### config.mk
export PLATFORM = sky130hd
export DESIGN_NAME = ptimer_chan
export DESIGN_NICKNAME = d
export VERILOG_FILES = /design/src/rtl/ptimer_pkg.sv /design/src/rtl/ptimer_presc.sv /design/src/rtl/ptimer_count.sv /design/src/rtl/ptimer_regs.sv /design/src/rtl/ptimer_chan.sv
export SDC_FILE = /design/constraint.sdc
export NUM_CORES = 1
export LEC_CHECK = 0
export BUFFER_PORTS_ARGS = -buffer_cell sky130_fd_sc_hd__clkbuf_2
export CAP_MARGIN = 15
export CORE_MARGIN = 10
export CORE_UTILIZATION = 53
export CTS_BUF_LIST = sky130_fd_sc_hd__clkbuf_8
export CTS_CLUSTER_SIZE = 12
export DETAILED_ROUTE_END_ITERATION = 12
export GPL_ROUTABILITY_DRIVEN = 0
export PLACE_DENSITY = 0.9
export REMOVE_ABC_BUFFERS = 1
export SETUP_SLACK_MARGIN = 0.05
export SLEW_MARGIN = 20
export SYNTH_ARGS = -nofsm -noshare
export SYNTH_HDL_FRONTEND = slang
export SYNTH_SLANG_ARGS = --single-unit
### constraint.sdc
create_clock -name clk -period 2.7 [get_ports clk]
set_input_delay 0.135 -clock clk [delete_from_list [all_inputs] [get_ports clk]]
set_output_delay 0.135 -clock clk [all_outputs]
set_load 0.03 [all_outputs]
### src/rtl/ptimer_pkg.sv
package ptimer_pkg;
  localparam int BUS_W  = 32;
  localparam int PSV_W  = 4;

  localparam logic [7:0] OFS_CLKCTL = 8'h00;
  localparam logic [7:0] OFS_CNTCTL = 8'h0C;
  localparam logic [7:0] OFS_COUNT  = 8'h18;
  localparam logic [7:0] OFS_IVAL   = 8'h24;
  localparam logic [7:0] OFS_ISTAT  = 8'h54;
  localparam logic [7:0] OFS_IEN    = 8'h60;

  localparam int CC_STOP    = 0;
  localparam int CC_IMODE   = 1;
  localparam int CC_RESTART = 4;

  typedef struct packed {
    logic             src;
    logic [PSV_W-1:0] exp_n;
    logic             pre_en;
  } clkctl_t;
endpackage

### src/rtl/ptimer_presc.sv
module ptimer_presc #(
  parameter int PSV_W = 4
) (
  input  logic             clk,
  input  logic             rst_n,
  input  logic             run,
  input  logic             clr,
  input  logic             pre_en,
  input  logic [PSV_W-1:0] exp_n,
  output logic             tick
);
  localparam int DIV_W = 2 ** PSV_W;

  logic [DIV_W-1:0] div_q;
  logic [DIV_W-1:0] mask;
  logic [PSV_W:0]   shamt;
  logic             wrap;

  always_comb begin
    shamt = {1'b0, exp_n} + (PSV_W+1)'(1);
    mask  = ~({DIV_W{1'b1}} << shamt);
  end

  assign wrap = (div_q == mask);
  assign tick = run & (~pre_en | wrap);

  always_ff @(posedge clk or negedge rst_n) begin
    if (!rst_n)              div_q <= '0;
    else if (clr)            div_q <= '0;
    else if (run && pre_en)  div_q <= wrap ? '0 : div_q + DIV_W'(1);
  end
endmodule

### src/rtl/ptimer_count.sv
module ptimer_count #(
  parameter int CNT_W = 16
) (
  input  logic             clk,
  input  logic             rst_n,
  input  logic             tick,
  input  logic             clr,
  input  logic             imode,
  input  logic [CNT_W-1:0] ival,
  output logic [CNT_W-1:0] cnt,
  output logic             evt
);
  logic hit;

  assign hit = (cnt == ival);
  assign evt = tick & imode & hit & ~clr;

  always_ff @(posedge clk or negedge rst_n) begin
    if (!rst_n)     cnt <= '0;
    else if (clr)   cnt <= '0;
    else if (tick)  cnt <= (imode && hit) ? '0 : cnt + CNT_W'(1);
  end
endmodule

### src/rtl/ptimer_regs.sv
module ptimer_regs
  import ptimer_pkg::*;
#(
  parameter int CNT_W  = 16,
  parameter int ADDR_W = 8
) (
  input  logic              clk,
  input  logic              rst_n,
  input  logic              bus_sel,
  input  logic              bus_en,
  input  logic              bus_wr,
  input  logic [ADDR_W-1:0] bus_addr,
  input  logic [BUS_W-1:0]  bus_wdata,
  output logic [BUS_W-1:0]  bus_rdata,
  input  logic [CNT_W-1:0]  cnt,
  input  logic              evt,
  output clkctl_t           cc_q,
  output logic              stop_q,
  output logic              imode_q,
  output logic [CNT_W-1:0]  ival_q,
  output logic              ier_q,
  output logic              isr_q,
  output logic              restart,
  output logic              rd_isr
);
  logic       acc, wr_acc, rd_acc;
  logic [2:0] spare_q;

  assign acc    = bus_sel & bus_en;
  assign wr_acc = acc & bus_wr;
  assign rd_acc = acc & ~bus_wr;
  assign rd_isr = rd_acc && (bus_addr == ADDR_W'(OFS_ISTAT));
  assign restart = wr_acc && (bus_addr == ADDR_W'(OFS_CNTCTL)) && bus_wdata[CC_RESTART];

  always_ff @(posedge clk or negedge rst_n) begin
    if (!rst_n) begin
      cc_q    <= '0;
      stop_q  <= 1'b1;
      imode_q <= 1'b0;
      spare_q <= '0;
      ival_q  <= '0;
      ier_q   <= 1'b0;
    end else if (wr_acc) begin
      if (bus_addr == ADDR_W'(OFS_CLKCTL)) cc_q <= clkctl_t'(bus_wdata[5:0]);
      if (bus_addr == ADDR_W'(OFS_CNTCTL)) begin
        stop_q  <= bus_wdata[CC_STOP];
        imode_q <= bus_wdata[CC_IMODE];
        spare_q <= {bus_wdata[5], bus_wdata[3:2]};
      end
      if (bus_addr == ADDR_W'(OFS_IVAL)) ival_q <= bus_wdata[CNT_W-1:0];
      if (bus_addr == ADDR_W'(OFS_IEN))  ier_q  <= bus_wdata[0];
    end
  end

  // status flag: a new event outranks the clear-on-read
  always_ff @(posedge clk or negedge rst_n) begin
    if (!rst_n)      isr_q <= 1'b0;
    else if (evt)    isr_q <= 1'b1;
    else if (rd_isr) isr_q <= 1'b0;
  end

  always_comb begin
    bus_rdata = '0;
    if (rd_acc) begin
      case (bus_addr)
        ADDR_W'(OFS_CLKCTL): bus_rdata = BUS_W'(cc_q);
        ADDR_W'(OFS_CNTCTL): bus_rdata = BUS_W'({spare_q[2], 1'b0, spare_q[1:0], imode_q, stop_q});
        ADDR_W'(OFS_COUNT):  bus_rdata = BUS_W'(cnt);
        ADDR_W'(OFS_IVAL):   bus_rdata = BUS_W'(ival_q);
        ADDR_W'(OFS_ISTAT):  bus_rdata = BUS_W'(isr_q);
        ADDR_W'(OFS_IEN):    bus_rdata = BUS_W'(ier_q);
        default:             bus_rdata = '0;
      endcase
    end
  end
endmodule

### src/rtl/ptimer_chan.sv
module ptimer_chan
  import ptimer_pkg::*;
#(
  parameter int CNT_W  = 16,
  parameter int ADDR_W = 8
) (
  input  logic              clk,
  input  logic              rst_n,
  input  logic              bus_sel,
  input  logic              bus_en,
  input  logic              bus_wr,
  input  logic [ADDR_W-1:0] bus_addr,
  input  logic [31:0]       bus_wdata,
  output logic [31:0]       bus_rdata,
  output logic              irq
);
  clkctl_t          cc_q;
  logic             stop_q, imode_q, ier_q, isr_q;
  logic             restart, rd_isr, tick, evt;
  logic [CNT_W-1:0] ival_q, cnt_q;

  ptimer_regs #(.CNT_W(CNT_W), .ADDR_W(ADDR_W)) u_regs (
    .clk(clk), .rst_n(rst_n),
    .bus_sel(bus_sel), .bus_en(bus_en), .bus_wr(bus_wr),
    .bus_addr(bus_addr), .bus_wdata(bus_wdata), .bus_rdata(bus_rdata),
    .cnt(cnt_q), .evt(evt),
    .cc_q(cc_q), .stop_q(stop_q), .imode_q(imode_q), .ival_q(ival_q),
    .ier_q(ier_q), .isr_q(isr_q), .restart(restart), .rd_isr(rd_isr)
  );

  ptimer_presc #(.PSV_W(PSV_W)) u_presc (
    .clk(clk), .rst_n(rst_n), .run(~stop_q), .clr(restart),
    .pre_en(cc_q.pre_en), .exp_n(cc_q.exp_n), .tick(tick)
  );

  ptimer_count #(.CNT_W(CNT_W)) u_count (
    .clk(clk), .rst_n(rst_n), .tick(tick), .clr(restart),
    .imode(imode_q), .ival(ival_q), .cnt(cnt_q), .evt(evt)
  );

  assign irq = isr_q & ier_q;
endmodule

==> out/results.ini, run 1 <==
[place]
port_buffers=45
dp_hpwl_mm=8.441
place_ws_ns=-0.2511

[clock_tree]
cts_root_buf=clkbuf_8
cts_tree=yes
clock_latency_ns=0.35
path_clk_slew_ns=0.08
cts_inserted_buffers=9
cts_sinks=61
htreeDepth=3
cts.path.max_buffers=2

[sta]
setup_ws_ns=-0.1860
hold_viol=0
skew_ns=0.01123
fin_crit_ns=2.886
min_period_over_period_pct=106.9
fmaxAchievable_mhz=346.5
slew-limit-headroom_pct=44.52
worst_pin_slew_ns=0.8291
drv_slew=0
setup_viol=18
rsz0062_at_grt=yes

[floorplanning]
rows=32
die_h_um=109.3
dieArea_sq_mm=0.01194
ios=78
initial_core_util_pct=54.68
core_sq_mm=0.007727
die_w_um=109.3

[final_layout]
layout_common_cells=59 x dfrtp_1, 45 x clkbuf_2, 40 x nor2_1, 39 x nand2_1, 32 x buf_4
diodes=0
fill_cells=553
register_area_sq_mm=0.001529
multi_input_area_sq_mm=0.002751
post-route-util_pct=67.76
final_layout_size_suffix_gt1_share_pct=34.31
area_growth_pct=23.93
nNetsFinal=593
final_common_cell=dfrtp_1

[pwr]
p_per_area_mw_per_mm2=457.1
p_leak_nw=2.304
ir_drop_v=0.0002750

[detailed_routing]
route.antenna.remaining_nets=0
routedWlPerCell_um=20.99
drtPass1Iterations=5
wirelength_mm=13.65
drt_iter0_drc=333
route.detailed.drc=0
num_vias=4266
via_per_inst=6.563

[yosys]
synth-seq-cells=61
ys_warn_count=0
synth_top_area_share_pct=35.53
synth_ff_type=dfrtp_1
yosysTopAreaCell=dfrtp_1
synth-async-reset-ratio_pct=100.0
syn_area_sq_mm=0.004225
synthCells=474
synth_edf_count=0
synth_area_leaders=dfrtp_1 36%, mux2_2 7.5%, xnor2_1 3.7%, nand2_1 3.6%, a22oi_1 3.6%
yosysSeqAreaShare_pct=36.16
synth_cell_types=62
avgSynthCellArea_sq_um=8.914

[global_route]
grt_pass1_vias=4167
grt_max_degree=34
globalRouteOverflowTotal=0
grt_usage_pct=21.63
grt_pass1_wl_mm=20.91
antenna_found_initial=0

[worst_setup_path]
path_max_fanout=7
regToRegSetupSlack_ns=-0.19
endpoint_kind=register
worstPathRequired_ns=2.98
critPathKind=reg -> reg
critical_path_arrival_ns=3.17
start_kind=register

[outcome]
violations=negative setup slack
status=complete, but fails checks

[run]
cap_viol_max_count=0

[hold_path]
hold_path.class=in -> reg

==> metal layers <==
metal / track usage [%] / part of all wire [%] / routed length (um) / vias to the layer above
met4: 8.457 / 3.2 / 432 / 0
met3: 5.133 / 11 / 1486 / 57
met5: 0 / 0 / 0 / -
li1: - / - / - / 1842
met1: 27.63 / 39 / 5294 / 2050
met2: 34.66 / 47 / 6433 / 317
==> flip-flops by register name, summed over array words and instances, names as in the netlist <==
| name | cells |
|---|---|
| u_presc.div_q | 16 |
| u_regs.imode_q | 1 |
| u_regs.ier_q | 1 |
| u_count.cnt | 16 |
| u_regs.spare_q | 3 |
| u_regs.stop_q | 1 |
| u_regs.isr_q | 1 |
| u_regs.ival_q | 16 |
| u_regs.cc_q | 6 |
==> final timing paths <==
path | cells after the start | endpoint | start
max reg2reg | 9 | u_count.cnt[2]$_DFFE_PN0P_ | u_regs.cc_q[1]$_DFFE_PN0P_
min in group asynchronous | 2 | u_regs.spare_q[1]$_DFFE_PN0P_ | rst_n
min reg2reg | 1 | u_regs.spare_q[0]$_DFFE_PN0P_ | u_regs.spare_q[0]$_DFFE_PN0P_
max | 9 | u_count.cnt[2]$_DFFE_PN0P_ | u_regs.cc_q[1]$_DFFE_PN0P_
min | 2 | u_regs.ival_q[9]$_DFFE_PN0P_ | bus_wdata[9]
max in group asynchronous | 3 | u_regs.ival_q[11]$_DFFE_PN0P_ | rst_n
==> power by group <==
group | switching (W) | internal, W
clock | 0.000403 | 0.000428
sequential | 0.000136 | 0.000977
combinational | 0.000245 | 0.000204
==> Yosys cell counts, types with 3 or more instances <==
| cell | number |
|---|---|
| dfrtp_1 | 60 |
| nand2_1 | 41 |
| nor2_1 | 40 |
| mux2_2 | 28 |
| a21oi_1 | 24 |
| clkbuf_1 | 23 |
| nand3_1 | 21 |
| a22oi_1 | 20 |
| xnor2_1 | 18 |
| buf_4 | 17 |
| xor2_1 | 15 |
| or3_1 | 12 |
| inv_1 | 11 |
| o22ai_1 | 11 |
| nand4_1 | 10 |
| nor2b_1 | 10 |
| nor3_1 | 8 |
| and3_1 | 7 |
| a31oi_1 | 6 |
| nor4_1 | 6 |
| o21ai_0 | 6 |
| ha_1 | 5 |
| nand3b_1 | 5 |
| nand4b_1 | 5 |
| o211ai_1 | 5 |
| and2_1 | 4 |
| buf_2 | 4 |
| nand2b_1 | 4 |
| o31ai_1 | 3 |
| o41ai_2 | 3 |
==> kinds of logic after synthesis <==
family / Yosys count / share of synthesized area, %
and+or+nand+nor: 190 / 24.07
AOI/OAI and AO/OA: 97 / 16.52
DFF: 61 / 36.16
buffers and inverters: 58 / 7.136
xor gates and xnor gates: 33 / 6.840
muxes: 29 / 7.699
adders and majority gates: 5 / 1.481
other: 1 / 0.08875
==> critical path: stages, from the launching register on <==
cell     delay (ns)
dfrtp_2        0.45
ha_4           0.19
buf_6          0.11
and4b_2        0.33
a21oi_2        0.10
or4_4          0.46
a22oi_4        0.24
a41oi_4        0.23
or4b_4         0.58
a21oi_2        0.13
==> metrics by stage <==
stage	power (W)	instance area, sq um	hold WS, ns	setup TNS (ns)	std cells
3_5_place_dp	0.001484	4614	-0.05773	-6.027	621
5_1_grt	0.002495	5236	0.003659	-3.095	650
3_3_place_gp	0.001458	4614	-0.06034	-3.303	621
4_1_cts	0.002320	5019	0.008143	-0.1990	645
2_1_floorplan	0.001331	4021	-0.1606	-7.951	442
6_report	0.002394	5236	0.01489	-1.926	650
==> timing repair <==
item,4_1_cts,5_1_grt
resized for setup,33,33
hold buffers,1,0
gates cloned,2,1
buffers inserted,5,4
endpoints found under the hold margin,60,0
endpoints found under the setup margin,32,33
pin swaps,24,21
==> layout make-up <==
type,instances,area share [%]
multi-input combinational,372,52.54
sequential,61,29.20
timing repair buffer,88,11.23
tap,102,2.437
clock buffer,9,2.366
clock inverter,7,1.434
inverter,11,0.7885
(Power assumes the default switching activity.)
==> inputs of run 2 (changes only) <==
PLACE_DENSITY = 0.77   (was 0.9)
TNS_END_PERCENT = 50   (was not set)
==> out/results.ini, run 2 (synthesized netlist as in run 1, its figures left out) <==
[sta]
fin_crit_ns=2.768
setup_viol=15
drv_slew=0
whs_ns=0.02194
slew-limit-headroom_pct=52.27
worst_pin_slew_ns=0.7160
setup_ws_ns=-0.06772
fin_tns_setup_ns=-0.6569
skew_ns=0.01179
hold_viol=0
min_period_over_period_pct=102.5
rsz0062_at_grt=yes
fmaxAchievable_mhz=361.3

[worst_setup_path]
slowest_stage=or4b_4
critPathKind=reg -> reg
critical_path.top_delay_family=simple AND/OR/NAND/NOR gates
start_kind=register
worst_path_largest_cell_delay_ns=0.54
rr_worst_depth=9
crit_top_cell=a21oi_2
critical_path_arrival_ns=3.04
path_max_fanout=8
path_cells=ha_4 > buf_6 > and4b_2 > a21oi_2 > or4_4 > a22oi_4 > a41oi_4 > or4b_4 > a21oi_2
worstPathRequired_ns=2.97
regToRegSetupSlack_ns=-0.07
endpoint_kind=register
timing.critical_path.buf_inv=1
r2r-end=u_count.cnt[2]$_DFFE_PN0P_
timing.rr.start=u_regs.cc_q[1]$_DFFE_PN0P_

[detailed_routing]
routedWlPerCell_um=18.43
route.detailed.drc=0
drtPass1Iterations=5
num_vias=3894
route.antenna.remaining_nets=0
wirelength_mm=11.78
via_per_inst=6.094
drt_iter0_drc=238

[final_layout]
nNetsFinal=582
fin_cells=639
reg_top3=u_count.cnt: 16 flops, u_presc.div_q: 16 flops, u_regs.ival_q: 16 flops
layout_common_cells=60 x dfrtp_1, 45 x clkbuf_2, 41 x nand2_1, 40 x nor2_1, 28 x mux2_2
area_growth_pct=19.81
final_layout_size_suffix_gt1_share_pct=29.05
final_common_cell=dfrtp_1
fill_cells=627
diodes=0
post-route-util_pct=65.51

[global_route]
grt_max_degree=25
grt_pass1_vias=3858
antenna_found_initial=0
grt_usage_pct=20.01
grt_pass1_wl_mm=19.24
globalRouteOverflowTotal=0

[floorplanning]
initial_core_util_pct=54.68
ios=78
core_sq_mm=0.007727
dieArea_sq_mm=0.01194
die_w_um=109.3
die_h_um=109.3
rows=32

[clock_tree]
cts_sinks=61
cts_root_buf=clkbuf_8
cts.path.max_buffers=2
cts_inserted_buffers=9
cts_tree=yes
htreeDepth=3
path_clk_slew_ns=0.07
clock_latency_ns=0.34

[hold_path]
hp-start=bus_wdata[7]
holdPathStages=2
hold_path.class=in -> reg
min_to=u_regs.ival_q[7]$_DFFE_PN0P_

[run]
cap_viol_max_count=0

[pwr]
p_int_w=0.001728
p_per_area_mw_per_mm2=483.7
clock_power_share_pct=38.2
p_comb_share_pct=16.6
p_leak_nw=2.253
p_sw_w=0.0007209
sw_frac_of_total_pct=29.44
ir_drop_v=0.0003748
power_frac_seq_pct=45.2
finalPower_w=0.002449

[place]
dp_hpwl_mm=8.428
port_buffers=45
dp.cells=616

[outcome]
violations=negative setup slack
status=complete, but fails checks

==> run 2: cell types whose count changed in the layout (fill, tap and decap cells not counted), moves of 3 or more <==
cell,delta
o22ai_1,+5
a21oi_2,-3
o22ai_2,-5
a21oi_1,+3
buf_4,-10
clkinvlp_4,-3
a31oi_1,+4
==> run 2: worst max path at each step <==
stage | from | to | slack [ns] | depth (start not counted)
2_1_floorplan | u_regs.cc_q[1]$_DFFE_PN0P_ | u_count.cnt[11]$_DFFE_PN0P_ | -0.42 | 9
3_3_place_gp | u_regs.cc_q[1]$_DFFE_PN0P_ | u_count.cnt[6]$_DFFE_PN0P_ | -0.21 | 11
3_5_place_dp | u_regs.cc_q[1]$_DFFE_PN0P_ | u_presc.div_q[14]$_DFFE_PN0P_ | -0.27 | 9
4_1_cts | u_regs.cc_q[1]$_DFFE_PN0P_ | u_count.cnt[2]$_DFFE_PN0P_ | -0.04 | 9
5_1_grt | u_regs.cc_q[1]$_DFFE_PN0P_ | u_count.cnt[7]$_DFFE_PN0P_ | -0.16 | 11
6_report | u_regs.cc_q[1]$_DFFE_PN0P_ | u_count.cnt[2]$_DFFE_PN0P_ | -0.07 | 9
==> run 2: cell type report <==
type                    count  area (sq um)  share of cell area [%]
well taps                 102         127.6                   2.521
inverters                  11         41.29                  0.8156
flip-flops and latches     61          1528                   30.18
multi-input cells         371          2619                   51.73
clock buffers              11         151.4                   2.991
clock inverters             5         73.82                   1.458
repair buffers             78         521.8                   10.31
==> run 2: routing by layer <==
| metal | GRT usage (%) | part of all wire [%] |
|---|---|---|
| met5 | 0 | 0 |
| met3 | 3.658 | 8.4 |
| met4 | 6.506 | 1.1 |
| met1 | 26.43 | 42 |
| met2 | 32.43 | 48 |
==> run 2: per-stage QoR <==
stage	setup WS, ns	area, sq um
2_1_floorplan	-0.4191	4021
3_3_place_gp	-0.2114	4589
3_5_place_dp	-0.2695	4589
4_1_cts	-0.04451	4964
5_1_grt	-0.1567	5062
6_report	-0.06772	5062
==> run 2: power groups by stage <==
stage / Combinational [W] / Clock, W / Sequential [W]
final: 0.000406 / 0.000935 / 0.00111
after global routing: 0.000444 / 0.000978 / 0.00112
after CTS: 0.000375 / 0.000947 / 0.00110
after detailed placement: 0.000361 / 0 / 0.00112
after global placement: 0.000350 / 0 / 0.00111
after floorplan: 0.000252 / 0 / 0.00108
==> run 2: timing repair <==
| action | in CTS | in global routing |
|---|---|---|
| resized for setup | 21 | 20 |
| cloned | 1 | 1 |
| endpoints found under the hold margin | 14 | 0 |
| pin swaps | 16 | 18 |
| setup buffers | 4 | 0 |
| hold buffers | 1 | 0 |
| endpoints found under the setup margin | 31 | 31 |
==> inputs of run 3 (changes only) <==
PLACE_DENSITY = 0.76   (was 0.77)
SYNTH_HIERARCHICAL = 1   (was not set)
==> out/results.ini, run 3 <==
[outcome]
status=complete, but fails checks
violations=negative setup slack

[pwr]
sw_frac_of_total_pct=35.03
power_frac_seq_pct=41.5
p_leak_nw=2.411
p_per_area_mw_per_mm2=505.9
ir_drop_v=0.0005090
finalPower_w=0.002953
clock_power_share_pct=30.3
p_comb_share_pct=28.2
p_int_w=0.001919
p_sw_w=0.001034

[detailed_routing]
via_per_inst=6.248
route.detailed.drc=0
drt_iter0_drc=233
routedWlPerCell_um=20.15
wirelength_mm=13.72
drtPass1Iterations=5
route.antenna.remaining_nets=0
num_vias=4255

[worst_setup_path]
r2r-end=u_count/cnt[13]$_DFFE_PN0P_
timing.rr.start=u_regs/cc_q[1]$_DFFE_PN0P_
regToRegSetupSlack_ns=-0.54
crit_cells=14
endpoint_kind=register
start_kind=register
worstSetupEndpoint=u_count/cnt[13]$_DFFE_PN0P_
critical_path_arrival_ns=3.49
critical_path.top_delay_family=compound AO/OA/AOI/OAI gates
timing.critical_path.buf_inv=3
crit_start=u_regs/cc_q[1]$_DFFE_PN0P_
worstPathRequired_ns=2.95
path_max_fanout=5
slowest_stage=dfrtp_1
worst_path_largest_cell_delay_ns=0.42
rr_worst_depth=14
path_cells=buf_6 > inv_2 > ha_4 > buf_4 > a21oi_2 > nor2_1 > a211oi_2 > o211ai_1 > nor3_2 > o21a_2 > nand4_1 > nor4_2 > xnor2_1 > a211oi_1
critPathKind=reg -> reg

[clock_tree]
cts_root_buf=clkbuf_8
cts_sinks=61
clock_latency_ns=0.35
htreeDepth=3
path_clk_slew_ns=0.07
cts.path.max_buffers=2
cts_tree=yes
cts_inserted_buffers=9

[floorplanning]
ios=78
initial_core_util_pct=54.77
dieArea_sq_mm=0.01263
die_w_um=112.4
die_h_um=112.4
rows=33
core_sq_mm=0.008258

[final_layout]
reg_top3=u_count/cnt: 16 flops, u_presc/div_q: 16 flops, u_regs/ival_q: 16 flops
layout_common_cells=64 x buf_4, 60 x dfrtp_1, 45 x clkbuf_2, 23 x xnor2_1, 23 x nand2_1
diodes=0
final_common_cell=buf_4
fin_cells=681
fin_area_sq_mm=0.005837
final_layout_size_suffix_gt1_share_pct=41.84
area_growth_pct=29.05
nNetsFinal=621
fill_cells=583

[sta]
skew_ns=0.007845
worst_pin_slew_ns=0.7832
slew-limit-headroom_pct=47.79
whs_ns=0.01337
hold_viol=0
min_period_over_period_pct=120.0
setup_viol=17
fin_crit_ns=3.239
fmaxAchievable_mhz=308.7
rsz0062_at_grt=yes
setup_ws_ns=-0.5391
drv_slew=0

[yosys]
avgSynthCellArea_sq_um=9.685
synthCells=467
synth_top_area_share_pct=33.20
synth_area_leaders=dfrtp_1 33%, mux2_2 4.5%, xnor2_1 4.5%, mux2_4 3.3%, buf_4 2.7%
syn_area_sq_mm=0.004523
synth_cell_types=74
yosysSeqAreaShare_pct=33.78
synth-async-reset-ratio_pct=100.0
yosysMostFrequentCell=dfrtp_1
yosysTopAreaCell=dfrtp_1
synth_commonest_cells=60 x dfrtp_1, 24 x nand2_1, 23 x xnor2_1
ys_warn_count=6
synth_edf_count=0
synth_ff_type=dfrtp_1
synth-seq-cells=61

[global_route]
globalRouteOverflowTotal=0
grt_pass1_wl_mm=21.48
antenna_found_initial=0
grt_max_degree=62
grt_pass1_vias=4217
grt_usage_pct=20.42

[hold_path]
hold_path.class=in -> reg
hp-start=bus_wdata[10]

[place]
dp_hpwl_mm=9.009
placed_cell_area_sq_mm=0.005117
place_ws_ns=-0.6808
dp.cells=650
port_buffers=45

[run]
cap_viol_max_count=0

[run 3: changes by cell type in the layout (fill, tap and decap cells not counted), sizes merged, moves of 6 or more]
cell and delta:
a211oi +13, a21oi -10, a22oi -6, buf +42
nand2 -16, nand3 -6, nand3b +11, nor2 -23
nor3 +18, nor4 +6, or2 +6, xnor2 +9
xor2 -10
[run 3: layout make-up]
class	instances	area, sq um	area share (%)
repair buffers	121	857.1	14.68
clock buffers	9	123.9	2.122
flip-flops and latches	61	1528	26.17
clock inverters	7	90.09	1.543
multi-input cells	368	3067	52.54
inverters	10	40.04	0.6860
well taps	105	131.4	2.251
[run 3: cells by family after synthesis]
logic type	share of synthesized area [%]
AO/OA/AOI/OAI	17.07
XOR/XNOR	7.109
adder cells (fa/ha/maj)	1.383
buffers and inverters	6.943
flip-flops	33.78
multiplexers	8.022
other	0.08291
AND/OR/NAND/NOR	25.62
[run 3: stage by stage]
step | TNS, ns | utilization, %
4_1_cts | -6.771 | 68.82
2_1_floorplan | -21.31 | -
6_report | -6.220 | 70.68
5_1_grt | -8.237 | 70.68
3_3_place_gp | -7.444 | 61.97
3_5_place_dp | -10.63 | 61.97
[run 3: worst min path at each step]
stage / end / slack, ns / cells after the start
detailed placement: u_presc/div_q[7]$_DFFE_PN0P_ / 0.35 / 2
finish: u_regs/ival_q[10]$_DFFE_PN0P_ / 0.01 / 2
global placement: u_presc/div_q[1]$_DFFE_PN0P_ / 0.34 / 2
floorplan: u_count/cnt[0]$_DFFE_PN0P_ / -0.16 / 0
global route: u_regs/ival_q[10]$_DFFE_PN0P_ / 0.007 / 2
CTS: u_regs/ival_q[10]$_DFFE_PN0P_ / 0.009 / 2
[run 3: power groups by stage]
stage | clock (W) | combinational (W) | sequential, W
2_1_floorplan | 0 | 0.000425 | 0.00121
3_3_place_gp | 0 | 0.000671 | 0.00122
3_5_place_dp | 0 | 0.000695 | 0.00123
4_1_cts | 0.000909 | 0.000756 | 0.00121
5_1_grt | 0.000946 | 0.000895 | 0.00124
6_report | 0.000896 | 0.000831 | 0.00123
[run 3: metal layers]
layer  part of all wire, %  wire length [um]  track usage (%)
met5                     0                 0                0
met4                   4.2               582            8.968
met3                   6.6               911            4.952
met2                    51              6951            35.53
met1                    38              5274            23.18
[run 3: what timing repair did]
item                       in CTS  in global routing
setup buffers                  13                  5
cloned                          0                  2
pin swaps                      23                 24
setup endpoints to repair      31                 32
resized for setup              42                 33
hold buffers                    1                  0
hold endpoints to repair       60                  0
